**src/rtl/tws_pkg.sv**
```systemverilog
package tws_pkg;

    localparam logic [3:0] SEL_FAMILY = 4'b1010;
    localparam int         DEV_BITS   = 3;

    typedef enum logic [3:0] {
        ST_IDLE,
        ST_SEL,
        ST_SEL_ACK,
        ST_WADDR,
        ST_WADDR_ACK,
        ST_WDATA,
        ST_WDATA_ACK,
        ST_RDATA,
        ST_RACK
    } tws_state_e;

    typedef struct packed {
        logic scl;
        logic sda;
        logic scl_rise;
        logic scl_fall;
        logic start;
        logic stop;
    } bus_evt_t;

    typedef struct packed {
        logic [3:0]          family;
        logic [DEV_BITS-1:0] dev;
        logic                rd;
    } sel_byte_t;

    function automatic logic sel_hit(sel_byte_t s, logic [DEV_BITS-1:0] hw);
        return (s.family == SEL_FAMILY) && (s.dev == hw);
    endfunction

    function automatic logic is_rx_state(tws_state_e s);
        return (s == ST_SEL) || (s == ST_WADDR) || (s == ST_WDATA);
    endfunction

endpackage

```
**src/rtl/tws_line_sync.sv**
```systemverilog
module tws_line_sync
    import tws_pkg::*;
#(
    parameter int SYNC_STAGES = 2
) (
    input  logic     clk,
    input  logic     rst,
    input  logic     scl_raw,
    input  logic     sda_raw,
    output bus_evt_t evt
);

    localparam int LAST = SYNC_STAGES - 1;

    logic [SYNC_STAGES-1:0] scl_ff;
    logic [SYNC_STAGES-1:0] sda_ff;
    logic                   scl_d;
    logic                   sda_d;

    always_ff @(posedge clk) begin
        if (rst) begin
            scl_ff <= '1;
            sda_ff <= '1;
            scl_d  <= 1'b1;
            sda_d  <= 1'b1;
        end else begin
            scl_ff <= {scl_ff[SYNC_STAGES-2:0], scl_raw};
            sda_ff <= {sda_ff[SYNC_STAGES-2:0], sda_raw};
            scl_d  <= scl_ff[LAST];
            sda_d  <= sda_ff[LAST];
        end
    end

    always_comb begin
        evt.scl      = scl_ff[LAST];
        evt.sda      = sda_ff[LAST];
        evt.scl_rise = scl_ff[LAST] & ~scl_d;
        evt.scl_fall = ~scl_ff[LAST] & scl_d;
        evt.start    = scl_ff[LAST] & scl_d & sda_d & ~sda_ff[LAST];
        evt.stop     = scl_ff[LAST] & scl_d & ~sda_d & sda_ff[LAST];
    end

endmodule

```
**src/rtl/tws_word_ptr.sv**
```systemverilog
module tws_word_ptr #(
    parameter int ADDR_W = 8,
    parameter int PAGE_W = 3
) (
    input  logic              clk,
    input  logic              rst,
    input  logic              load,
    input  logic [ADDR_W-1:0] load_val,
    input  logic              inc_page,
    input  logic              inc_full,
    output logic [ADDR_W-1:0] ptr
);

    logic [ADDR_W-1:0] nxt_full;
    logic [ADDR_W-1:0] nxt_page;

    assign nxt_full = ptr + 1'b1;

    generate
        if (PAGE_W >= ADDR_W) begin : g_flat
            assign nxt_page = nxt_full;
        end else begin : g_paged
            logic [PAGE_W-1:0] low_inc;
            assign low_inc  = ptr[PAGE_W-1:0] + 1'b1;
            assign nxt_page = {ptr[ADDR_W-1:PAGE_W], low_inc};

            // a page step never disturbs the upper pointer bits
            assert_page_upper_R6: assert property (@(posedge clk) disable iff (rst)
                (inc_page && !load) |=> (ptr[ADDR_W-1:PAGE_W] == $past(ptr[ADDR_W-1:PAGE_W])));
        end
    endgenerate

    always_ff @(posedge clk) begin
        if (rst)           ptr <= '0;
        else if (load)     ptr <= load_val;
        else if (inc_page) ptr <= nxt_page;
        else if (inc_full) ptr <= nxt_full;
    end

endmodule

```
**src/rtl/tws_busy_timer.sv**
```systemverilog
module tws_busy_timer #(
    parameter int CYCLES = 400
) (
    input  logic clk,
    input  logic rst,
    input  logic go,
    output logic busy
);

    localparam int CW = $clog2(CYCLES + 1);

    logic [CW-1:0] cnt;

    always_ff @(posedge clk) begin
        if (rst)             cnt <= '0;
        else if (go)         cnt <= CW'(CYCLES);
        else if (cnt != '0)  cnt <= cnt - 1'b1;
    end

    assign busy = (cnt != '0);

    // a programming request always opens a busy window
    assert_busy_opens_R7: assert property (@(posedge clk) disable iff (rst)
        go |=> busy);

endmodule

```
**src/rtl/tws_slave.sv**
```systemverilog
module tws_slave
    import tws_pkg::*;
#(
    parameter int ADDR_W      = 8,
    parameter int PAGE_W      = 3,
    parameter int BUSY_CYCLES = 400,
    parameter int SYNC_STAGES = 2
) (
    input  logic                clk,
    input  logic                rst,
    input  logic                scl_in,
    input  logic                sda_in,
    input  logic [DEV_BITS-1:0] hw_addr,
    output logic                sda_oe,
    output logic [ADDR_W-1:0]   mem_addr,
    output logic [7:0]          mem_wdata,
    output logic                mem_wr,
    input  logic [7:0]          mem_rdata
);

    localparam logic [3:0] LAST_BIT = 4'd8;

    bus_evt_t          evt;
    tws_state_e        state;
    logic [3:0]        bitcnt;
    logic [7:0]        shreg;
    logic [7:0]        txreg;
    logic              rd_q;
    logic              mack;
    logic              wr_pend;
    logic              busy;
    logic [ADDR_W-1:0] ptr;
    logic [ADDR_W-1:0] wr_addr;
    logic              byte_done;
    logic              ptr_load;
    logic              ptr_inc_page;
    logic              ptr_inc_full;
    logic              busy_go;
    sel_byte_t         sel_view;

    tws_line_sync #(.SYNC_STAGES(SYNC_STAGES)) u_sync (
        .clk     (clk),
        .rst     (rst),
        .scl_raw (scl_in),
        .sda_raw (sda_in),
        .evt     (evt)
    );

    always_comb begin
        sel_view     = sel_byte_t'(shreg);
        byte_done    = evt.scl_fall && (bitcnt == LAST_BIT);
        ptr_load     = (state == ST_WADDR) && byte_done;
        ptr_inc_page = (state == ST_WDATA) && byte_done;
        ptr_inc_full = (state == ST_RDATA) && byte_done;
        busy_go      = evt.stop && wr_pend;
    end

    tws_word_ptr #(.ADDR_W(ADDR_W), .PAGE_W(PAGE_W)) u_ptr (
        .clk      (clk),
        .rst      (rst),
        .load     (ptr_load),
        .load_val (shreg[ADDR_W-1:0]),
        .inc_page (ptr_inc_page),
        .inc_full (ptr_inc_full),
        .ptr      (ptr)
    );

    tws_busy_timer #(.CYCLES(BUSY_CYCLES)) u_busy (
        .clk  (clk),
        .rst  (rst),
        .go   (busy_go),
        .busy (busy)
    );

    assign mem_addr = mem_wr ? wr_addr : ptr;

    always_ff @(posedge clk) begin
        if (rst) begin
            state     <= ST_IDLE;
            bitcnt    <= '0;
            shreg     <= '0;
            txreg     <= '0;
            sda_oe    <= 1'b0;
            rd_q      <= 1'b0;
            mack      <= 1'b0;
            wr_pend   <= 1'b0;
            mem_wr    <= 1'b0;
            mem_wdata <= '0;
            wr_addr   <= '0;
        end else begin
            mem_wr <= 1'b0;
            if (evt.stop) begin
                state   <= ST_IDLE;
                sda_oe  <= 1'b0;
                bitcnt  <= '0;
                wr_pend <= 1'b0;
            end else if (evt.start) begin
                state  <= ST_SEL;
                sda_oe <= 1'b0;
                bitcnt <= '0;
            end else begin
                if (evt.scl_rise) begin
                    if (is_rx_state(state))
                        shreg <= {shreg[6:0], evt.sda};
                    if (state == ST_RACK)
                        mack <= ~evt.sda;
                    if ((is_rx_state(state) || state == ST_RDATA) && bitcnt != LAST_BIT)
                        bitcnt <= bitcnt + 1'b1;
                end
                if (evt.scl_fall) begin
                    unique case (state)
                        ST_SEL: if (byte_done) begin
                            bitcnt <= '0;
                            if (sel_hit(sel_view, hw_addr) && !busy) begin
                                sda_oe <= 1'b1;
                                rd_q   <= sel_view.rd;
                                state  <= ST_SEL_ACK;
                            end else begin
                                state <= ST_IDLE;
                            end
                        end
                        ST_SEL_ACK: begin
                            if (rd_q) begin
                                txreg  <= mem_rdata;
                                sda_oe <= ~mem_rdata[7];
                                state  <= ST_RDATA;
                            end else begin
                                sda_oe <= 1'b0;
                                state  <= ST_WADDR;
                            end
                        end
                        ST_WADDR: if (byte_done) begin
                            bitcnt <= '0;
                            sda_oe <= 1'b1;
                            state  <= ST_WADDR_ACK;
                        end
                        ST_WADDR_ACK: begin
                            sda_oe <= 1'b0;
                            state  <= ST_WDATA;
                        end
                        ST_WDATA: if (byte_done) begin
                            bitcnt    <= '0;
                            sda_oe    <= 1'b1;
                            mem_wr    <= 1'b1;
                            mem_wdata <= shreg;
                            wr_addr   <= ptr;
                            wr_pend   <= 1'b1;
                            state     <= ST_WDATA_ACK;
                        end
                        ST_WDATA_ACK: begin
                            sda_oe <= 1'b0;
                            state  <= ST_WDATA;
                        end
                        ST_RDATA: begin
                            if (byte_done) begin
                                bitcnt <= '0;
                                sda_oe <= 1'b0;
                                state  <= ST_RACK;
                            end else begin
                                txreg  <= {txreg[6:0], 1'b0};
                                sda_oe <= ~txreg[6];
                            end
                        end
                        ST_RACK: begin
                            if (mack) begin
                                txreg  <= mem_rdata;
                                sda_oe <= ~mem_rdata[7];
                                state  <= ST_RDATA;
                            end else begin
                                state <= ST_IDLE;
                            end
                        end
                        default: ;
                    endcase
                end
            end
        end
    end

    // the engine drives nothing while it is held in reset
    assert_reset_quiet_R1: assert property (@(posedge clk)
        $past(rst) |-> (!sda_oe && !mem_wr));

    // a STOP always lands in idle
    assert_stop_idle_R2: assert property (@(posedge clk) disable iff (rst)
        evt.stop |=> (state == ST_IDLE));

    // a START always restarts select reception from bit zero
    assert_start_restart_R12: assert property (@(posedge clk) disable iff (rst)
        evt.start |=> (state == ST_SEL && bitcnt == '0));

    // the select acknowledge follows a full byte carrying the right code
    assert_sel_match_R3: assert property (@(posedge clk) disable iff (rst)
        (state == ST_SEL_ACK && $past(state) == ST_SEL) |->
        ($past(shreg[7:4]) == SEL_FAMILY && $past(shreg[3:1]) == hw_addr && $past(bitcnt) == LAST_BIT));

    // no select acknowledge while programming is in progress
    assert_busy_noack_R7: assert property (@(posedge clk) disable iff (rst)
        (state == ST_SEL_ACK && $past(state) == ST_SEL) |-> !$past(busy));

    // each write strobe lasts exactly one cycle
    assert_wr_pulse_R5: assert property (@(posedge clk) disable iff (rst)
        mem_wr |=> !mem_wr);

    // the line enable moves only while the synchronized clock is low
    assert_oe_scl_low_R11: assert property (@(posedge clk) disable iff (rst)
        !$stable(sda_oe) |-> !evt.scl);

endmodule

```
**config.mk**
```make
export PLATFORM = sky130hd
export DESIGN_NAME = tws_slave
export DESIGN_NICKNAME = d
export VERILOG_FILES = /design/src/rtl/tws_pkg.sv /design/src/rtl/tws_line_sync.sv /design/src/rtl/tws_word_ptr.sv /design/src/rtl/tws_busy_timer.sv /design/src/rtl/tws_slave.sv
export SDC_FILE = /design/constraint.sdc
export NUM_CORES = 1
export LEC_CHECK = 0
export ABC_AREA = 1
export BUFFER_PORTS_ARGS = -buffer_cell sky130_fd_sc_hd__buf_4
export CAP_MARGIN = 0
export CORE_ASPECT_RATIO = 0.9
export CORE_MARGIN = 10
export CORE_UTILIZATION = 58
export DETAILED_ROUTE_END_ITERATION = 8
export PLACE_DENSITY = 0.76
export SLEW_MARGIN = 20
export SYNTH_ARGS = -nofsm -noshare
export SYNTH_HDL_FRONTEND = slang
export SYNTH_SLANG_ARGS = --single-unit
```
**constraint.sdc**
```tcl
create_clock -name clk -period 2 [get_ports clk]
set_input_delay 0.4 -clock clk [delete_from_list [all_inputs] [get_ports clk]]
set_output_delay 0.4 -clock clk [all_outputs]
set_load 0.05 [all_outputs]
```
# --- Yosys cells after proc, flatten, opt, wreduce, memory -nomap -nowiden ---
# Cells that the tools add are included.
totals:
  register_bits: 67
  latch_bits: 0
  mem_bits_rw: 0
  romBits: 0
  input_bits: 15
  mem_count: 0
op_classes:
  n_addsub: 4
  multipliers: 0
  n_div: 0
  order_cmp: 0
  n_eq_ne: 26
  n_shift: 0
  n_mux: 33
  bitwise_logic: 17
  n_reduce_logical: 38
op_table:
  columns: ["cell", "n"]
  rows:
  - ["$mux W4", 9]
  - ["$mux W8", 4]
  - ["$pmux W4 S7", 1]
  - ["$reduce_and A6 Y1", 4]
  - ["$mux W7", 3]
  - ["$pmux W7 S3", 1]
  - ["$mux W9", 2]
  - ["$eq A4 B3 Y1 const B", 4]
  - ["$ne A2 B2 Y1 const B", 8]
  - ["$eq A4 B4 Y1 const B", 3]
  - ["$ne A3 B3 Y1 const B", 4]
  - ["$reduce_and A4 Y1", 3]
  - ["$not A1 Y1", 10]
  - ["$mux W1", 9]
  - ["$reduce_bool A9 Y1", 1]
  - ["$sub A9 B1 Y9 const B", 1]
  - ["$add A8 B1 Y8 const B", 1]
  - ["$eq A4 B2 Y1 const B", 2]
  - ["$logic_and A1 B1 Y1", 8]
  - ["$reduce_bool A8 Y1", 1]
  - ["$reduce_or A2 Y1", 4]
  - ["$and A1 B1 Y1", 7]
  - ["$reduce_and A7 Y1", 1]
  - ["$reduce_bool A7 Y1", 1]
  - ["19 further kinds", 26]

# --- Longest topological paths before layout ---
logic_depth:
  word_depth: 10
  depth_mapped: 11
  ltp_nobuf: 11

# --- Cells and area by module ---
# Synthesis repeated with hierarchy kept, for this count alone.
unflattened:
  cells_unflattened: 523
  hier_area_um2: 3493.4
modules_own_cells:
  columns: ["module", "n_inst", "cells_each", "area_each_um2", "seq_area_each_um2"]
  rows:
  - ["tws_slave", 1, 342, 2254.7, 880.8]
  - ["tws_word_ptr", 1, 80, 521.8, 160.2]
  - ["tws_busy_timer", 1, 75, 504.2, 180.2]
  - ["tws_line_sync", 1, 26, 212.7, 120.1]

# --- Least setup slack after synthesis ---
# OpenSTA, ideal clock, no wires.
synth_path:
  kind: "flip-flop to output port"
  from: "register mem_wr"
  to: "output mem_addr[5]"
  arrival_time_ps: 1886
  required_time_ps: 1600
  path_slack_ps: -286
  path_stages_with_launch: 3
  n_path_buf: 1
  path_cell_list: "dfxtp_1 clkbuf_1 o21ai_0"
synth_via:
  elab_chain_len: 1
synth_rtl:
  columns: ["element", "line_no", "rtl"]
  rows:
  - ["start: declaration", "tws_slave.sv:17", "output logic mem_wr,"]
  - ["start signal: assignment", "tws_slave.sv:87", "mem_wr <= 1'b0;"]
  - ["start signal: assignment", "tws_slave.sv:91", "mem_wr <= 1'b0;"]
  - ["start signal: assignment", "tws_slave.sv:144", "mem_wr <= 1'b1;"]
  - ["$mux W8", "tws_slave.sv:75", "assign mem_addr = mem_wr ? wr_addr : ptr;"]
  - ["end: declaration", "tws_slave.sv:15", "output logic [ADDR_W-1:0] mem_addr,"]
# Every way passes these cells.

# --- Final worst setup path ---
layout_path:
  from: "register mem_wr"
  to: "output mem_addr[2]"
# The elaborated chain is that of the path after synthesis.

==> results by group <==
Pwr
  – Leak Pwr: 0.00172 uW
  – Maximum vdd drop: 0.000783 V
  – Tot Pwr: 3260 uW
  – PwrDens: 860 nW/um^2

GRT
  – Gr usage total: 17.3%
  – First-pass GRT wire length: 13200 um
  – Initial antenna violation count: 0
  – Largest net degree at the start of global routing: 36
  – Overflow after GRT: 0
  – Number of global-route vias before repair: 2951

Die
  – Ports: 33
  – Die ar.: 8980 um^2
  – Die X-Extent: 98.8 um
  – Core area: 5350 um^2
  – Die height: 90.9 um
  – # rows: 25
  – Initial Utilization: 60.6%

Critical path
  – Cell chain of the critical path: nand2_1, o21ai_0, buf_4
  – CP max stage cell: dfxtp_1
  – Crit Path Max Fanout: 17
  – Critical path launch point type: register
  – Crit end category: output port
  – CP arrival: 1390 ps
  – Worst EP required: 1600 ps
  – Buf/Inv on CP: 1
  – CP max stage delay: 620 ps
  – Delay-heaviest family, CP: flip-flops
  – Crit Path Category: reg -> out

Clock tree
  – TritonCTS sink count: 67
  – Setup repair bufs after CTS: 0
  – Reg clk slew, reported paths: 70 ps
  – Post-CTS sizing: 0
  – CTS Hold Bufs: 0
  – CTS buffer count: 9
  – Deepest clock path buffer count: 2
  – Clock root buffer: clkbuf_8
  – CTS tree: done
  – Worst skew pair latency: 340 ps
  – Htree depth: 3

Placement
  – Number of port buffers: 32
  – DP Area: 3560 um^2
  – Routability Congestion: 0.918
  – DP Worst Slack: 259 ps
  – Detailed placement HPWL: 5440 um

Yosys
  – Syn Inst Count: 479
  – Synth Warn #: 0
  – Synth Net Count: 498
  – Seq/Total Area, Yosys: 41.4%
  – Synthesized flop and latch total: 67
  – Distinct cells, synth: 30
  – Synthesized area: 3240 um^2
  – Avg Inst Size Synth: 6.77 um^2

Cells and area
  – Nets: 535
  – Share of layout cells above drive strength 1: 14.4%
  – FILL cells: 457
  – Layout area overhead: 17.1%
  – Util after Layout: 70.9%
  – Final Instance Area: 3790 um^2
  – # diodes: 0
  – Seq. cell area: 1340 um^2
  – Multi-input gate area: 1650 um^2

Drt
  – DR WL met2: 3430 um
  – Total wire length: 7480 um
  – Highest routed layer: met4
  – WL per Instance: 12.7 um
  – Via density: 5.24
  – Met1 WL: 3480 um
  – Drc violations: 0
  – Routed Antenna Nets: 0
  – Met3 WL post-DR: 494 um
  – Drt first pass iters: 5
  – Drt initial violations: 168
  – DR vias: 3082

STA
  – RSZ-0062 raised after global routing: false
  – Highest Clock Rate: 0.558 GHz
  – Worst-Margin Slew: 481 ps
  – Final WS setup: 207 ps
  – Final Critical Period: 1790 ps
  – Finish-stage setup viols: 0
  – Skew final: 8.55 ps
  – Final hold viol count: 0
  – Slew Viols, Final: 0
  – Final period utilization: 89.7%
  – Slew headroom: 67.9%

Hold path
  – Hold crit path type: in -> reg

Run status
  – Status: finished clean

Job
  – Total of max-cap violations: 0
## cells in the mapped netlist
| cell type | instances | area share, % |
|---|---|---|
| nand3_1 | 16 | 2.5 |
| a21oi_1 | 41 | 6.3 |
| nand3_2 | 2 | 0.62 |
| inv_2 | 4 | 0.46 |
| clkbuf_1 | 6 | 0.69 |
| nor2_1 | 75 | 8.7 |
| o21ai_0 | 45 | 6.9 |
| and3_1 | 1 | 0.19 |
| buf_2 | 4 | 0.62 |
| inv_1 | 52 | 6.0 |
| nor3_4 | 1 | 0.50 |
| nand2_1 | 115 | 13 |
| xnor2_1 | 3 | 0.81 |
| o21bai_1 | 1 | 0.23 |
| nor2_4 | 4 | 1.4 |
| nor2_2 | 4 | 0.77 |
| dfxtp_1 | 67 | 41 |
| o21ai_1 | 3 | 0.46 |
| xor2_1 | 5 | 1.4 |
| nand4_1 | 9 | 1.7 |
| nor3_1 | 3 | 0.46 |
| nand2_4 | 1 | 0.35 |
| nand3b_1 | 1 | 0.23 |
| a31oi_1 | 2 | 0.39 |
| or2_2 | 4 | 0.77 |
| o211ai_1 | 1 | 0.23 |
| o22ai_1 | 1 | 0.19 |
| a211oi_1 | 1 | 0.23 |
| nand2_2 | 3 | 0.58 |
| ha_1 | 4 | 1.5 |
## logic make-up after synthesis
group,after synthesis,synth area share [%]
AO/OA/AOI/OAI,95,15.0
XOR/XNOR,8,2.16
adder cells (fa/ha/maj),4,1.54
buffers and inverters,66,7.80
flip-flops,67,41.4
AND/OR/NAND/NOR,239,32.1
## worst reg2reg max path, cell delays in order (launching register included)
cell and delay (ps):
dfxtp_1 340, inv_1 90, ha_1 170, nand2_1 60
nor2_1 170, nand2_2 170, nor2_4 130, buf_4 300
o21ai_0 150, a21oi_1 130
## flip-flops by register name (all words and copies together) (netlist names)
signal         count
u_sync.scl_d       1
mack               1
txreg              7
u_ptr.ptr          8
mem_wdata          8
u_sync.sda_d       1
rd_q               1
u_sync.scl_ff      2
state              4
sda_oe             1
sel_view           8
wr_pend            1
mem_wr             1
bitcnt             4
u_sync.sda_ff      2
wr_addr            8
u_busy.cnt         9
## area by class of cell
type | count | area share, %
multi-input combinational | 346 | 43.5
sequential | 67 | 35.4
timing repair buffer | 36 | 7.45
inverter | 56 | 5.54
clock buffer | 11 | 3.73
clock inverter | 5 | 2.24
tap | 67 | 2.21
## where the power goes
part | switching [uW] | internal [uW] | total, uW | leakage [uW]
sequential | 57.0 | 1410 | 1470 | 0.000543
combinational | 313 | 211 | 524 | 0.00106
clock | 530 | 743 | 1270 | 0.000110
total | 900 | 2360 | 3260 | 0.00172
## path summary, 6_finish.rpt
check	startpoint	endpoint	slack (ps)	depth (start not counted)
worst max-delay path	mem_wr	mem_addr[2]	210	3
worst min-delay path	sda_in	u_sync.sda_ff[0]	240	2
worst max register to register	bitcnt[0]	wr_addr[1]	250	9
worst min register to register	u_sync.sda_ff[0]	u_sync.sda_ff[1]	410	1
## per-stage QoR
stage / setup TNS [ps] / hold WS [ps] / instances
after detailed placement: 0 / 396 / 572
after floorplan: -1080 / 389 / 479
after global routing: 0 / 218 / 588
after global placement: 0 / 391 / 572
final: 0 / 237 / 588
after CTS: 0 / 223 / 588
## cells in the final DEF (no fill, tap or decap), types with 2 or more instances in the layout
cell | Yosys | final
buf_4 | 0 | 35
clkbuf_8 | 0 | 10
inv_2 | 4 | 4
nor2_2 | 4 | 5
a21oi_1 | 41 | 41
xor2_1 | 5 | 5
bufinv_16 | 0 | 2
nand2_2 | 3 | 3
nor2_4 | 4 | 4
ha_1 | 4 | 4
o21ai_0 | 45 | 45
inv_1 | 52 | 52
nand3_1 | 16 | 16
nand2_1 | 115 | 115
nor2_1 | 75 | 74
o21ai_1 | 3 | 3
xnor2_1 | 3 | 3
nand3_2 | 2 | 2
nor3_1 | 3 | 3
a31oi_1 | 2 | 2
or2_2 | 4 | 4
nand4_1 | 9 | 9
dfxtp_1 | 67 | 67
## routing by layer
| layer | track usage (%) | vias up |
|---|---|---|
| met2 | 27.8 | 97 |
| li1 | - | 1605 |
| met4 | 4.89 | 0 |
| met5 | 0 | - |
| met1 | 21.2 | 1370 |
| met3 | 6.04 | 10 |
(Power assumes the default switching activity.)
